$ cat config.mk
export PLATFORM = sky130hd
export DESIGN_NAME = callstack_seq
export DESIGN_NICKNAME = d
export VERILOG_FILES = /design/src/rtl/cs_pkg.sv /design/src/rtl/cs_ucode.sv /design/src/rtl/cs_port.sv /design/src/rtl/cs_capture.sv /design/src/rtl/callstack_seq.sv
export SDC_FILE = /design/constraint.sdc
export NUM_CORES = 1
export LEC_CHECK = 0
export BUFFER_PORTS_ARGS = -buffer_cell sky130_fd_sc_hd__buf_2
export CORE_AREA = 2 2 152 154
export DETAILED_ROUTE_END_ITERATION = 8
export DIE_AREA = 0 0 154 156
export GPL_TIMING_DRIVEN = 0
export PLACE_DENSITY = 0.7
export RECOVER_POWER = 25
export SETUP_SLACK_MARGIN = 0.15
export SLEW_MARGIN = 20
export SYNTH_ARGS = -nofsm -noshare
export SYNTH_HDL_FRONTEND = slang
export SYNTH_SLANG_ARGS = --single-unit
$ cat constraint.sdc
create_clock -name clk -period 13 [get_ports clk]
set_input_delay 2.6 -clock clk [delete_from_list [all_inputs] [get_ports clk]]
set_output_delay 2.6 -clock clk [all_outputs]
set_load 0.005 [all_outputs]
$ cat src/rtl/cs_pkg.sv
package cs_pkg;
  localparam int unsigned AW = 16;
  localparam int unsigned DW = 8;
  localparam int unsigned SW = 3;

  typedef enum logic [3:0] {
    OP_CALL    = 4'd0,
    OP_CALLF   = 4'd1,
    OP_CALLT   = 4'd2,
    OP_BRK     = 4'd3,
    OP_RET     = 4'd4,
    OP_RETI    = 4'd5,
    OP_RETB    = 4'd6,
    OP_PUSHRP  = 4'd7,
    OP_POPRP   = 4'd8,
    OP_PUSHPSW = 4'd9,
    OP_POPPSW  = 4'd10,
    OP_SPLD    = 4'd11,
    OP_SPRD    = 4'd12,
    OP_NOP13   = 4'd13,
    OP_NOP14   = 4'd14,
    OP_NOP15   = 4'd15
  } op_e;

  typedef enum logic [1:0] {ACC_NONE = 2'd0, ACC_WR = 2'd1, ACC_RD = 2'd2} acc_e;
  typedef enum logic [1:0] {BASE_SP = 2'd0, BASE_TBL = 2'd1, BASE_VEC = 2'd2} base_e;
  typedef enum logic [2:0] {
    BY_RETH = 3'd0, BY_RETL = 3'd1, BY_PSW = 3'd2, BY_RPH = 3'd3,
    BY_RPL = 3'd4, BY_PCL = 3'd5, BY_PCH = 3'd6
  } byte_e;

  typedef struct packed {
    acc_e             acc;
    base_e            base;
    logic signed [2:0] off;
    byte_e            sel;
  } ustep_t;

  function automatic ustep_t mk(acc_e a, base_e b, logic signed [2:0] o, byte_e s);
    ustep_t u;
    u.acc  = a;
    u.base = b;
    u.off  = o;
    u.sel  = s;
    return u;
  endfunction
endpackage

$ cat src/rtl/cs_ucode.sv
module cs_ucode
  import cs_pkg::*;
(
  input  op_e               op,
  input  logic [SW-1:0]     step,
  output ustep_t            us,
  output logic [SW-1:0]     len
);
  always_comb begin
    us  = mk(ACC_NONE, BASE_SP, 3'sd0, BY_RETH);
    len = SW'(2);
    unique case (op)
      OP_CALL, OP_CALLF, OP_CALLT: begin
        len = (op == OP_CALL) ? SW'(7) : (op == OP_CALLF) ? SW'(5) : SW'(6);
        case (step)
          SW'(1): us = mk(ACC_WR, BASE_SP, -3'sd1, BY_RETH);
          SW'(2): us = mk(ACC_WR, BASE_SP, -3'sd2, BY_RETL);
          SW'(3): if (op == OP_CALLT) us = mk(ACC_RD, BASE_TBL, 3'sd0, BY_PCL);
          SW'(4): if (op == OP_CALLT) us = mk(ACC_RD, BASE_TBL, 3'sd1, BY_PCH);
          default: ;
        endcase
      end
      OP_BRK: begin
        len = SW'(6);
        case (step)
          SW'(1): us = mk(ACC_WR, BASE_SP, -3'sd1, BY_PSW);
          SW'(2): us = mk(ACC_WR, BASE_SP, -3'sd2, BY_RETH);
          SW'(3): us = mk(ACC_WR, BASE_SP, -3'sd3, BY_RETL);
          SW'(4): us = mk(ACC_RD, BASE_VEC, 3'sd0, BY_PCL);
          SW'(5): us = mk(ACC_RD, BASE_VEC, 3'sd1, BY_PCH);
          default: ;
        endcase
      end
      OP_RET, OP_RETI, OP_RETB: begin
        len = SW'(6);
        case (step)
          SW'(1): us = mk(ACC_RD, BASE_SP, 3'sd0, BY_PCL);
          SW'(2): us = mk(ACC_RD, BASE_SP, 3'sd1, BY_PCH);
          SW'(3): if (op != OP_RET) us = mk(ACC_RD, BASE_SP, 3'sd2, BY_PSW);
          default: ;
        endcase
      end
      OP_PUSHRP: begin
        len = SW'(4);
        if (step == SW'(1)) us = mk(ACC_WR, BASE_SP, -3'sd1, BY_RPH);
        else if (step == SW'(2)) us = mk(ACC_WR, BASE_SP, -3'sd2, BY_RPL);
      end
      OP_POPRP: begin
        len = SW'(4);
        if (step == SW'(1)) us = mk(ACC_RD, BASE_SP, 3'sd0, BY_RPL);
        else if (step == SW'(2)) us = mk(ACC_RD, BASE_SP, 3'sd1, BY_RPH);
      end
      OP_PUSHPSW: if (step == SW'(1)) us = mk(ACC_WR, BASE_SP, -3'sd1, BY_PSW);
      OP_POPPSW:  if (step == SW'(1)) us = mk(ACC_RD, BASE_SP, 3'sd0, BY_PSW);
      default: ;
    endcase
  end
endmodule

$ cat src/rtl/cs_port.sv
module cs_port
  import cs_pkg::*;
#(
  parameter int unsigned      TW  = 5,
  parameter logic [AW-1:0]    VEC = 16'h003E
) (
  input  logic              active,
  input  ustep_t            us,
  input  logic [AW-1:0]     sp,
  input  logic [TW-1:0]     tidx,
  input  logic [AW-1:0]     ret,
  input  logic [DW-1:0]     psw,
  input  logic [AW-1:0]     pair,
  output logic              mem_en,
  output logic              mem_we,
  output logic [AW-1:0]     mem_addr,
  output logic [DW-1:0]     mem_wdata
);
  logic [AW-1:0] base;
  logic [AW-1:0] off_ext;

  always_comb begin
    unique case (us.base)
      BASE_TBL: base = {{(AW-TW){1'b0}}, tidx};
      BASE_VEC: base = VEC;
      default:  base = sp;
    endcase
    off_ext  = {{(AW-3){us.off[2]}}, us.off};
    mem_addr = base + off_ext;
    unique case (us.sel)
      BY_RETH: mem_wdata = ret[AW-1:DW];
      BY_RETL: mem_wdata = ret[DW-1:0];
      BY_RPH:  mem_wdata = pair[AW-1:DW];
      BY_RPL:  mem_wdata = pair[DW-1:0];
      default: mem_wdata = psw;
    endcase
    mem_en = active && (us.acc != ACC_NONE);
    mem_we = active && (us.acc == ACC_WR);
  end
endmodule

$ cat src/rtl/cs_capture.sv
module cs_capture
  import cs_pkg::*;
(
  input  logic          clk,
  input  logic          rst_n,
  input  logic          issue_rd,
  input  byte_e         sel,
  input  logic [DW-1:0] rdata,
  output logic [DW-1:0] pcl_n,
  output logic [DW-1:0] pch_n,
  output logic [DW-1:0] psw_n,
  output logic [DW-1:0] rpl_n,
  output logic [DW-1:0] rph_n
);
  logic          pend_q;
  byte_e         psel_q, psel_d;
  logic [DW-1:0] pcl_q, pch_q, psw_q, rpl_q, rph_q;

  always_comb begin
    psel_d = issue_rd ? sel : psel_q;
    pcl_n = pcl_q;
    pch_n = pch_q;
    psw_n = psw_q;
    rpl_n = rpl_q;
    rph_n = rph_q;
    if (pend_q) begin
      case (psel_q)
        BY_PCL: pcl_n = rdata;
        BY_PCH: pch_n = rdata;
        BY_PSW: psw_n = rdata;
        BY_RPL: rpl_n = rdata;
        BY_RPH: rph_n = rdata;
        default: ;
      endcase
    end
  end

  always_ff @(posedge clk or negedge rst_n) begin
    if (!rst_n) begin
      pend_q <= 1'b0;
      psel_q <= BY_PCL;
      pcl_q  <= '0;
      pch_q  <= '0;
      psw_q  <= '0;
      rpl_q  <= '0;
      rph_q  <= '0;
    end else begin
      pend_q <= issue_rd;
      psel_q <= psel_d;
      if (pend_q) begin
        pcl_q <= pcl_n;
        pch_q <= pch_n;
        psw_q <= psw_n;
        rpl_q <= rpl_n;
        rph_q <= rph_n;
      end
    end
  end
endmodule

$ cat src/rtl/callstack_seq.sv
module callstack_seq
  import cs_pkg::*;
#(
  parameter logic [AW-1:0] SP_RESET   = 16'hFEFF,
  parameter logic [AW-1:0] BRK_VEC    = 16'h003E,
  parameter logic [4:0]    SHORT_PAGE = 5'b00001,
  parameter int unsigned   IE_BIT     = 7,
  parameter int unsigned   TW         = 5
) (
  input  logic          clk,
  input  logic          rst_n,
  input  logic          start,
  input  logic [3:0]    op,
  input  logic [15:0]   tgt16,
  input  logic [10:0]   tgt11,
  input  logic [4:0]    tidx,
  input  logic [15:0]   word,
  input  logic [15:0]   pc_in,
  input  logic [7:0]    psw_in,
  input  logic          nmi_enter,
  input  logic [7:0]    mem_rdata,
  output logic          mem_en,
  output logic          mem_we,
  output logic [15:0]   mem_addr,
  output logic [7:0]    mem_wdata,
  output logic          done,
  output logic [15:0]   pc_out,
  output logic [15:0]   sp_out,
  output logic [7:0]    psw_out,
  output logic          ie,
  output logic          nmis,
  output logic [15:0]   ax_out
);
  localparam int unsigned SHW = AW - 5;

  // reset: asserted at once, released on a clock edge
  logic [1:0] rsync_q;
  logic       rst_s;
  always_ff @(posedge clk or negedge rst_n) begin
    if (!rst_n) rsync_q <= 2'b00;
    else        rsync_q <= {rsync_q[0], 1'b1};
  end
  assign rst_s = rsync_q[1];

  // sequencing state and latched operands
  logic          busy_q, busy_d;
  logic [SW-1:0] step_q, step_d, len;
  op_e           op_q;
  logic [AW-1:0] a16_q, word_q, ret_q, ret_d;
  logic [SHW-1:0] a11_q;
  logic [TW-1:0] tidx_q;
  logic [DW-1:0] psw_lat_q;
  logic          accept;
  ustep_t        us;

  // architectural results
  logic [AW-1:0] pc_q, pc_d, sp_q, sp_d, ax_q, ax_d;
  logic [DW-1:0] psw_q, psw_d;
  logic          nmis_q, nmis_d;
  logic [DW-1:0] pcl_n, pch_n, pswr_n, rpl_n, rph_n;

  assign accept = start && !busy_q;
  assign done   = busy_q && (step_q == len);

  cs_ucode u_ucode (.op(op_q), .step(step_q), .us(us), .len(len));

  cs_port #(.TW(TW), .VEC(BRK_VEC)) u_port (
    .active(busy_q), .us(us), .sp(sp_q), .tidx(tidx_q), .ret(ret_q),
    .psw(psw_lat_q), .pair(word_q), .mem_en(mem_en), .mem_we(mem_we),
    .mem_addr(mem_addr), .mem_wdata(mem_wdata)
  );

  cs_capture u_cap (
    .clk(clk), .rst_n(rst_s), .issue_rd(busy_q && (us.acc == ACC_RD)),
    .sel(us.sel), .rdata(mem_rdata), .pcl_n(pcl_n), .pch_n(pch_n),
    .psw_n(pswr_n), .rpl_n(rpl_n), .rph_n(rph_n)
  );

  always_comb begin
    unique case (op_e'(op))
      OP_CALL:  ret_d = pc_in + 16'd3;
      OP_CALLF: ret_d = pc_in + 16'd2;
      default:  ret_d = pc_in + 16'd1;
    endcase
  end

  // next state
  always_comb begin
    busy_d = busy_q;
    step_d = step_q;
    if (accept) begin
      busy_d = 1'b1;
      step_d = SW'(1);
    end else if (done) begin
      busy_d = 1'b0;
    end else if (busy_q) begin
      step_d = step_q + SW'(1);
    end

    pc_d   = pc_q;
    sp_d   = sp_q;
    psw_d  = psw_q;
    ax_d   = ax_q;
    nmis_d = nmis_q;
    if (!busy_q && nmi_enter) nmis_d = 1'b1;
    if (done) begin
      case (op_q)
        OP_CALL:   begin pc_d = a16_q;               sp_d = sp_q - 16'd2; end
        OP_CALLF:  begin pc_d = {SHORT_PAGE, a11_q}; sp_d = sp_q - 16'd2; end
        OP_CALLT:  begin pc_d = {pch_n, pcl_n};      sp_d = sp_q - 16'd2; end
        OP_BRK: begin
          pc_d = {pch_n, pcl_n};
          sp_d = sp_q - 16'd3;
          psw_d = psw_lat_q;
          psw_d[IE_BIT] = 1'b0;
        end
        OP_RET:    begin pc_d = {pch_n, pcl_n};      sp_d = sp_q + 16'd2; end
        OP_RETI:   begin pc_d = {pch_n, pcl_n}; psw_d = pswr_n; sp_d = sp_q + 16'd3; nmis_d = 1'b0; end
        OP_RETB:   begin pc_d = {pch_n, pcl_n}; psw_d = pswr_n; sp_d = sp_q + 16'd3; end
        OP_PUSHRP: sp_d = sp_q - 16'd2;
        OP_POPRP:  begin ax_d = {rph_n, rpl_n};      sp_d = sp_q + 16'd2; end
        OP_PUSHPSW: sp_d = sp_q - 16'd1;
        OP_POPPSW: begin psw_d = pswr_n;             sp_d = sp_q + 16'd1; end
        OP_SPLD:   sp_d = word_q;
        OP_SPRD:   ax_d = sp_q;
        default: ;
      endcase
    end
  end

  // registers
  always_ff @(posedge clk or negedge rst_s) begin
    if (!rst_s) begin
      busy_q    <= 1'b0;
      step_q    <= '0;
      op_q      <= OP_NOP15;
      a16_q     <= '0;
      a11_q     <= '0;
      tidx_q    <= '0;
      word_q    <= '0;
      ret_q     <= '0;
      psw_lat_q <= '0;
      pc_q      <= '0;
      sp_q      <= SP_RESET;
      psw_q     <= '0;
      ax_q      <= '0;
      nmis_q    <= 1'b0;
    end else begin
      busy_q <= busy_d;
      step_q <= step_d;
      if (accept) begin
        op_q      <= op_e'(op);
        a16_q     <= tgt16;
        a11_q     <= tgt11;
        tidx_q    <= tidx;
        word_q    <= word;
        ret_q     <= ret_d;
        psw_lat_q <= psw_in;
      end
      if (done) begin
        pc_q  <= pc_d;
        sp_q  <= sp_d;
        psw_q <= psw_d;
        ax_q  <= ax_d;
      end
      nmis_q <= nmis_d;
    end
  end

  assign pc_out  = pc_q;
  assign sp_out  = sp_q;
  assign psw_out = psw_q;
  assign ie      = psw_q[IE_BIT];
  assign nmis    = nmis_q;
  assign ax_out  = ax_q;

  logic [AW-1:0] wr_gap;
  assign wr_gap = sp_q - mem_addr;


  we_needs_en_chk: assert property (@(posedge clk) disable iff (!rst_s)
    mem_we |-> mem_en);

  quiet_when_idle_chk: assert property (@(posedge clk) disable iff (!rst_s)
    !busy_q |-> !mem_en);

  single_done_chk: assert property (@(posedge clk) disable iff (!rst_s)
    done |=> !done);

  write_window_chk: assert property (@(posedge clk) disable iff (!rst_s)
    mem_we |-> (wr_gap >= 16'd1 && wr_gap <= 16'd3));

  psw_push_sp_chk: assert property (@(posedge clk) disable iff (!rst_s)
    (done && op_q == OP_PUSHPSW) |=> (sp_q == $past(sp_q) - 16'd1));

  reti_clears_nmis_chk: assert property (@(posedge clk) disable iff (!rst_s)
    (done && op_q == OP_RETI) |=> !nmis);

  brk_clears_ie_chk: assert property (@(posedge clk) disable iff (!rst_s)
    (done && op_q == OP_BRK) |=> !ie);

  busy_holds_op_chk: assert property (@(posedge clk) disable iff (!rst_s)
    (busy_q && !done) |=> $stable(op_q));
endmodule

# After elaboration in Yosys (flattened, before gate mapping)
# Index checks and enable logic that the tools add are counted.
# totals
ff_bits	183
input_bits	88
out_inout_bits	85
wordCells	138
# classes
add_sub_neg	11
eq_ne	33
mux	41
reduce_logical	31
# op_table
cell	n
$pmux W16 S7	1
$pmux W16 S2	3
$mux W8	10
$mux W10	7
$pmux W10 S7	1
$add A16 B2 Y16 const B	4
$pmux W10 S5	1
$pmux W16 S3	1
$pmux W10 S4	1
$add A16 B1 Y16 const B	2
$pmux W8 S4	1
$sub A16 B2 Y16 const B	2
$pmux W10 S3	1
$eq A4 B4 Y1 const B	5
$eq A3 B3 Y1 const B	6
$mux W9	2
$add A16 B16 Y16	1
$eq A4 B3 Y1 const B	4
$pmux W8 S2	1
$sub A16 B1 Y16 const B	1
$eq A3 B2 Y1 const B	5
$mux W3	4
$reduce_and A2 Y1	5
$reduce_bool A2 Y1	5
22 further kinds	42

# Depth between registers and ports, before layout
# Gate-level depths: netlist of the first run.
# depth
ltp_word	8
mapped_depth	20
mapped_depth_nobuf	19

# Cells and area by module
# A second synthesis of the first run with hierarchy kept.
# unflattened
cells_unflattened	1327
hier_area_um2	11813.8
# by_module_without_submodules
mod	n_inst	cells_each	area_each_um2	seq_area_each_um2
callstack_seq	1	884	7613.6	3502.1
cs_capture	1	147	2293.4	1103.6
cs_port	1	205	1348.8	0.0
cs_ucode	1	91	558.0	0.0

# Worst setup path after synthesis of the first run
# No wires, ideal clock.
# synth_timing
path_type	register -> output
startpoint	register step_q[2]
endpoint	output mem_addr[14]
arrival_ns	3.995
required_ns	10.400
path_slack_ns	6.405
path_stages_with_launch	20
path_buffers	2
cell_sequence	dfrtp_1 -> clkbuf_1 -> inv_1 -> ha_1 -> nand2b_1 -> a2111oi_2 -> ha_1 -> clkbuf_1 -> o21ai_0 -> ha_1 -> inv_1 -> fa_1 -> nor2b_1 -> o21ai_0 -> a21oi_1 -> o21ai_0 -> a21oi_1 -> a311oi_1 -> or3_1 -> o311ai_0
# synth_between
elab_chain_len	6
word_cells_on_any_way	18
cone_classes	1 x add/sub; 7 x eq/ne; 10 x mux
# synth_lines
element	line_no	rtl
from (decl)	callstack_seq.sv:47	logic [SW-1:0] step_q, step_d, len;
from (signal assigned)	callstack_seq.sv:150	step_q <= step_d;
$eq A3 B3 Y1, or another cell as far along	cs_ucode.sv:25	case (step)
$pmux W10 S5, or another cell as far along	cs_ucode.sv:25	
$pmux W10 S7 (*)	cs_ucode.sv:12	unique case (op)
$eq A2 B2 Y1 or $eq A2 B1 Y1 (tied branches)	cs_port.sv:23	unique case (us.base)
$pmux W16 S2	cs_port.sv:23	
$add A16 B16 Y16 (*)	cs_port.sv:29	mem_addr = base + off_ext;
to (decl)	callstack_seq.sv:24	output logic [15:0] mem_addr,
# Mark *: on every way between the ends. The rest lies on a longest branch, timed or not.

# Worst setup path in the final report of the first run
# Ends and elaborated chain as after synthesis.

==> reports/metrics.csv, run 1 <==
metric;value;unit
CTS tree;built;
failing checks;max-capacitance violations, max-slew violations;
first-pass GRT wire length;51.29;mm
RSZ-0062 raised after global routing;false;
count of cell types in the netlist;78;
die width;154;µm
CTS resizes;0;
Crit Path Max Fanout;10;
status;complete, but fails checks;
global route overflow;0;
minimum clock period;8101;ps
total chip power;4.145;mW
asr flop ratio synth;1.000;
maximum number of pins on one net before global-route repair;56;
buffer and inverter count on the worst path;5;
CP max stage cell;a2111oi_2;
H-tree level count;4;
vias in the first global route;9468;
Final Hold Viols;0;
part of the cycle the worst path needs;0.6232;
startpoint types;flip-flop;
Post-Route Skew;15.02;ps
# hold bufs at CTS;0;
clk root buf;clkbuf_16;
vias per cell;5.756;
via count;10030;
final setup TNS;0;ps
placed cell areas;0.01237;mm²
drc violations;0;
clock sink count;183;
starting density of the core;0.4946;
Min Hold Slack;352.2;ps
Final Core Density;0.5779;
CP peak stage delay;550;ps
HPWL Detailed;25.05;mm
worst path arrival time;5500;ps
worst vdd ir;0.1353;mV
Top Family by Delay on Critical Path;compound AO/OA/AOI/OAI gates;
Pwr Density;320.7;mW/mm²
setup violators final;0;
1st-pass router iterations;6;
TritonCTS Buffers;17;
Post-CTS Repair Setup Buffers;0;
Mapped Avg Cell Area;8.849;µm²
initial antenna violation count;1;
Leak Pwr;6.181;nW
Slew HR;-0.9566;
clock buffer depth;2;
Cells after Synth;1250;
Worst-path clk slew;70;ps
Filler cells;2026;
Warnings, synthesis;0;
max-cap violations;2;
die area;0.02402;mm²
crit end category;output pin;
Max Slew Vio Count;106;
Fmax achieved;0.1234;GHz
DR WL/cell;18.85;µm
Area Overhead vs Synth;16.84;%
Multi-input gate area;0.006070;mm²
min-delay worst type;reg2reg;
I/O Buffers;172;
Die Span Y;156;µm
Core ar.;0.02237;mm²
I/O pin count;173;
Total GRT Usage;0.2745;
EDFF count, synth;0;
predominant post-synthesis flop cell;dfrtp_1;
layout cells sized above 1;0.2100;
Nets;1587;
Post-DRT Antenna Nets;0;
fin area;0.01292;mm²
floorplan row count;55;
clock latency on the worst-skew pair;440;ps
flop-to-flop setup slack;8760;ps
register area;0.004606;mm²
drt total wl;32.86;mm
Tightest Pin Transition;2935;ps
mapped cell area;0.01106;mm²
Worst Path Class, Setup;reg2out;
Seq/Total Area, Yosys;0.4164;
Critical Path RT;10400;ps
DRT iter0 DRCs;765;
critical path cell sequence;clkbuf_1 > inv_1 > ha_1 > nand2b_1 > a2111oi_2 > ha_1 > clkbuf_1 > nand2_1 > o21ai_0 > ha_1 > inv_1 > fa_1 > nor2b_1 > o21ai_0 > a21oi_1 > o21ai_0 > a21oi_1 > a311oi_1 > nor2_1 > o311ai_0 > buf_2;
Syn Nets;1393;
post-synthesis register bit count;183;
GP Congestion;0.9395;
==> routing by layer <==
metal	track usage	vias up	part of all wire
li1	-	4781	-
met1	0.3793	4848	0.45
met2	0.4478	352	0.47
met3	0.04556	51	0.062
met4	0.07833	0	0.019
met5	0	-	0
==> sequential cells by signal, summed over array words and instances, names as in the netlist, 11 cells and up <==
name / cells
a11_q: 11
a16_q: 16
ax_out: 16
sp_out: 16
ret_q: 16
pc_out: 16
word_q: 16
==> kinds of logic after synthesis <==
group | count (synthesis) | synth area share
mux | 66 | 0.06447
compound gates | 272 | 0.1654
fa+ha+maj | 55 | 0.06492
buf+inv | 93 | 0.03495
flops | 183 | 0.4164
other cells | 1 | 0.0003390
xor+xnor | 51 | 0.04038
simple gates | 529 | 0.2132
==> synth_stat cells (9+ instances only) <==
master | n | area share
and2_1 | 15 | 0.0085
dfstp_2 | 21 | 0.050
nand2b_1 | 13 | 0.0074
and3_1 | 15 | 0.0085
mux2i_1 | 24 | 0.022
o31ai_1 | 19 | 0.013
inv_1 | 31 | 0.011
nor4_1 | 14 | 0.0079
a221oi_1 | 12 | 0.0095
a2bb2oi_1 | 10 | 0.0079
a211oi_1 | 9 | 0.0061
a22o_1 | 14 | 0.011
nor2_1 | 86 | 0.029
clkbuf_1 | 46 | 0.016
o21ai_0 | 68 | 0.031
nor3_1 | 18 | 0.0081
nand2_1 | 295 | 0.10
or3_1 | 9 | 0.0051
mux2_2 | 42 | 0.043
ha_1 | 51 | 0.058
dfrtp_1 | 162 | 0.37
a21oi_1 | 71 | 0.032
nor2b_1 | 11 | 0.0062
xor2_1 | 18 | 0.014
nand3_1 | 19 | 0.0086
xnor2_1 | 33 | 0.026
==> layout by cell type (no fill, tap or decap), drive strengths merged, types with 15 or more instances in the layout <==
cell type  Yosys  final
a21oi         72     72
and2          16     16
and3          15     15
buf           14    187
clkbuf        46     65
dfrtp        162    162
dfstp         21     21
ha            51     51
inv           32     37
mux2          42     42
mux2i         24     24
nand2        295    295
nand3         19     19
nor2          89     89
nor3          19     19
nor4          15     15
o21ai         69     69
o31ai         19     19
xnor2         33     33
xor2          18     18
==> stage by stage <==
step / setup WS [ps] / cells
6_report: 4899 / 1743
5_1_grt: 4404 / 1743
4_1_cts: 4925 / 1742
3_5_place_dp: 5408 / 1710
3_3_place_gp: 5487 / 1707
2_1_floorplan: 6405 / 1250
==> report_power, final <==
part | internal [mW] | total [mW] | switching [mW]
registers | 0.851 | 1.09 | 0.242
logic | 1.09 | 2.54 | 1.45
clock network | 0.260 | 0.516 | 0.256
==> layout make-up <==
cell class,instances,share of cell area
Antenna cell,1,0.0001936
Buffer,60,0.02033
Clock buffer,17,0.03291
Clock inverter,15,0.01413
Inverter,33,0.009584
Multi-Input combinational cell,974,0.4696
Sequential cell,183,0.3563
Tap cell,285,0.02759
Timing Repair Buffer,175,0.06931
==> worst reg2reg max path: cells and delay by family, from the launching register on <==
family | cells | cell delay [ps]
flops | 1 | 550
xor+xnor | 1 | 200
simple gates | 3 | 260
buf+inv | 3 | 1140
compound gates | 7 | 1590
fa+ha+maj | 1 | 410
==> final timing paths <==
path                                        from                      to  cells past startpoint
max                        step_q[2]$_DFFE_PN0P_            mem_addr[14]                     21
min                         rsync_q[0]$_DFF_PN0_    rsync_q[1]$_DFF_PN0_                      0
max reg2reg                  op_q[1]$_DFFE_PN1P_  sp_out[12]$_DFFE_PN1P_                     15
min reg2reg                 rsync_q[0]$_DFF_PN0_    rsync_q[1]$_DFF_PN0_                      0
max in group asynchronous   rsync_q[1]$_DFF_PN0_   word_q[0]$_DFFE_PN0P_                      1
min in group asynchronous   rsync_q[1]$_DFF_PN0_    a16_q[2]$_DFFE_PN0P_                      0
Power figures use the tool's default switching activity.
==> run 2: changes to the inputs <==
--- a/config.mk
+++ b/config.mk
@@ -10,7 +10,7 @@
 export DETAILED_ROUTE_END_ITERATION = 8
 export DIE_AREA = 0 0 154 156
 export GPL_TIMING_DRIVEN = 0
-export PLACE_DENSITY = 0.7
+export PLACE_DENSITY = 0.73
 export RECOVER_POWER = 25
 export SETUP_SLACK_MARGIN = 0.15
 export SLEW_MARGIN = 20
==> constraint.sdc (replaced) <==
create_clock -name clk -period 6.69 [get_ports clk]
set_input_delay 1.338 -clock clk [delete_from_list [all_inputs] [get_ports clk]]
set_output_delay 1.338 -clock clk [all_outputs]
set_load 0.005 [all_outputs]
==> reports/metrics.csv, run 2 (synthesis results as in run 1) <==
metric;value;unit;change
final setup TNS;0;ps;unchanged
global route overflow;0;;unchanged
DRT iter0 DRCs;836;;+9.3%
Multi-input gate area;0.006120;mm²;+0.82%
Pwr Density;631.2;mW/mm²;+97%
startpoint types;flip-flop;;
Crit Path Max Fanout;10;;unchanged
Leak Pwr;6.205;nW;+0.39%
I/O pin count;173;;unchanged
P_int;4.340;mW;+98%
Reg-to-Reg Start;op_q[2]$_DFFE_PN1P_;;
fin area;0.01298;mm²;+0.45%
via count;10050;;+0.19%
floorplan row count;55;;unchanged
Fmax achieved;0.1603;GHz;
met1 GRT Util;0.3861;;+0.006861
Core ar.;0.02237;mm²;unchanged
flop-to-flop setup slack;2330;ps;-6430 ps
failing checks;max-capacitance violations, max-slew violations;;
Combinational Power Share;0.615;;+0.003
RSZ-0062 raised after global routing;true;;
pre-CTS setup slack;385.9;ps;-5022 ps
register area;0.004606;mm²;unchanged
Most Used Layer, Global Route;met2;;
Post-DRT Antenna Nets;0;;unchanged
setup violators final;0;;unchanged
power share of the clock group;0.126;;about the same
Tightest Pin Transition;3046;ps;+110.9 ps
Final Core Density;0.5805;;+0.002574
Post-Route Skew;15.49;ps;+0.4766 ps
1st-pass router iterations;5;;-1
total chip power;8.195;mW;+98%
GRT met2 Usage;0.4676;;+0.01986
max-cap violations;3;;+1
drc violations;0;;unchanged
minimum clock period;6239;ps;
maximum number of pins on one net before global-route repair;57;;+1.8%
# hold bufs at CTS;0;;unchanged
starting density of the core;0.4946;;unchanged
placed cell areas;0.01236;mm²;about the same
die width;154;µm;unchanged
vias in the first global route;9748;;+3.0%
TritonCTS Buffers;17;;unchanged
min-delay worst type;reg2reg;;
clock sink count;183;;unchanged
met3 Use GR;0.04694;;+0.001389
clock latency on the worst-skew pair;440;ps;about the same
H-tree level count;4;;unchanged
worst vdd ir;0.3033;mV;+120%
clk root buf;clkbuf_16;;
Seq pwr share;0.259;;-0.005
worst reg2reg endpoint;sp_out[12]$_DFFE_PN1P_;;
clock buffer depth;2;;unchanged
die area;0.02402;mm²;unchanged
first-pass GRT wire length;52.94;mm;+3.2%
Slew HR;-1.031;;-0.07394
vias per cell;5.760;;about the same
worst path arrival time;4900;ps;-600 ps
Worst-path clk slew;70;ps;about the same
Area Overhead vs Synth;17.36;%;
most frequent cells in the layout;nand2_1 (295), buf_2 (178), dfrtp_1 (162), nor2_1 (86), a21oi_1 (70);;
Die Span Y;156;µm;unchanged
r2r worst-path depth;14;;-1
worst setup path endpoint;mem_addr[14];;
GP Congestion;0.9311;;-0.89%
commonest non-fill, non-tap cell in the layout;nand2_1;;
Switch Pwr;3.855;mW;+98%
I/O Buffers;172;;unchanged
Filler cells;2004;;-1.1%
layout cells sized above 1;0.2159;;+0.005881
HPWL Detailed;25.34;mm;+1.2%
crit path from;step_q[2]$_DFFE_PN0P_;;
Final Hold Viols;0;;unchanged
Worst Path Class, Setup;reg2out;;
initial antenna violation count;1;;unchanged
part of the cycle the worst path needs;0.9326;;
CTS tree;built;;
status;complete, but fails checks;;
Total GRT Usage;0.2844;;+0.009892
Nets;1589;;+0.13%
Critical Path RT;5350;ps;-5050 ps
crit end category;output pin;;
post-route setup slack;451.0;ps;-4448 ps
drt total wl;33.61;mm;+2.3%
DR WL/cell;19.26;µm;+2.2%
Max Slew Vio Count;132;;+25%
sw frac;0.4704;;about the same
[run 2: cell count changes in the layout (fill, tap and decap cells not counted), sizes merged]
cell	previous run	this run
buf	187	189
bufinv	0	1
clkbuf	65	66
clkinv	10	4
inv	37	41
[run 2: worst min path at each step]
| stage | cells past startpoint | from | endpoint |
|---|---|---|---|
| floorplan | 0 | rsync_q[0]$_DFF_PN0_ | rsync_q[1]$_DFF_PN0_ |
| global placement | 0 | rsync_q[0]$_DFF_PN0_ | rsync_q[1]$_DFF_PN0_ |
| detailed placement | 0 | rsync_q[1]$_DFF_PN0_ | a16_q[2]$_DFFE_PN0P_ |
| CTS | 0 | rsync_q[1]$_DFF_PN0_ | a16_q[2]$_DFFE_PN0P_ |
| global route | 0 | rsync_q[0]$_DFF_PN0_ | rsync_q[1]$_DFF_PN0_ |
| finish | 0 | rsync_q[0]$_DFF_PN0_ | rsync_q[1]$_DFF_PN0_ |
[run 2: through the flow]
step           cells  hold WS (ps)
2_1_floorplan   1250         331.2
3_3_place_gp    1707         336.5
3_5_place_dp    1710         343.8
4_1_cts         1742         351.3
5_1_grt         1745         365.1
6_report        1745         357.8
[run 2: power groups by stage]
stage | clock (mW) | combinational (mW) | sequential (mW)
2_1_floorplan | 0 | 3.46 | 1.96
3_3_place_gp | 0 | 4.79 | 2.12
4_1_cts | 1.04 | 4.96 | 2.11
5_1_grt | 1.08 | 5.60 | 2.17
6_report | 1.03 | 5.04 | 2.12
3_5_place_dp | 0 | 4.89 | 2.13
[run 2: timing repair]
action                                  in CTS  in global routing
buffers inserted                             0                  2
endpoints found under the setup margin       3                  6
resized for setup                            4                 12
pin swaps                                    0                  3
[run 2: routing by layer]
metal,part of all wire,vias to the layer above,wire (µm)
li1,-,4773,-
met1,0.44,4861,14850
met2,0.48,361,15990
met3,0.058,56,1952
met4,0.024,0,822
met5,0,-,0
[run 2: cell type report]
class / instances / share of cell area
diodes: 1 / 0.0001928
multi-input cells: 974 / 0.4714
well taps: 285 / 0.02747
clock buffers: 18 / 0.03383
clock inverters: 14 / 0.01224
flip-flops and latches: 183 / 0.3548
repair buffers: 177 / 0.07007
plain buffers: 60 / 0.02053
inverters: 33 / 0.009541
[run 2: critical path, cell delays in order, from the launching register on]
cell,delay (ps)
dfrtp_1,460
buf_2,230
inv_1,170
ha_4,200
nand2b_1,100
a2111oi_4,380
ha_1,320
clkbuf_2,200
o21ai_1,170
ha_1,180
inv_1,60
fa_1,400
nor2b_1,120
o21ai_0,110
a21oi_1,200
o21ai_1,120
a21oi_2,230
a311oi_2,160
or3_1,390
o311ai_0,90
buf_2,180
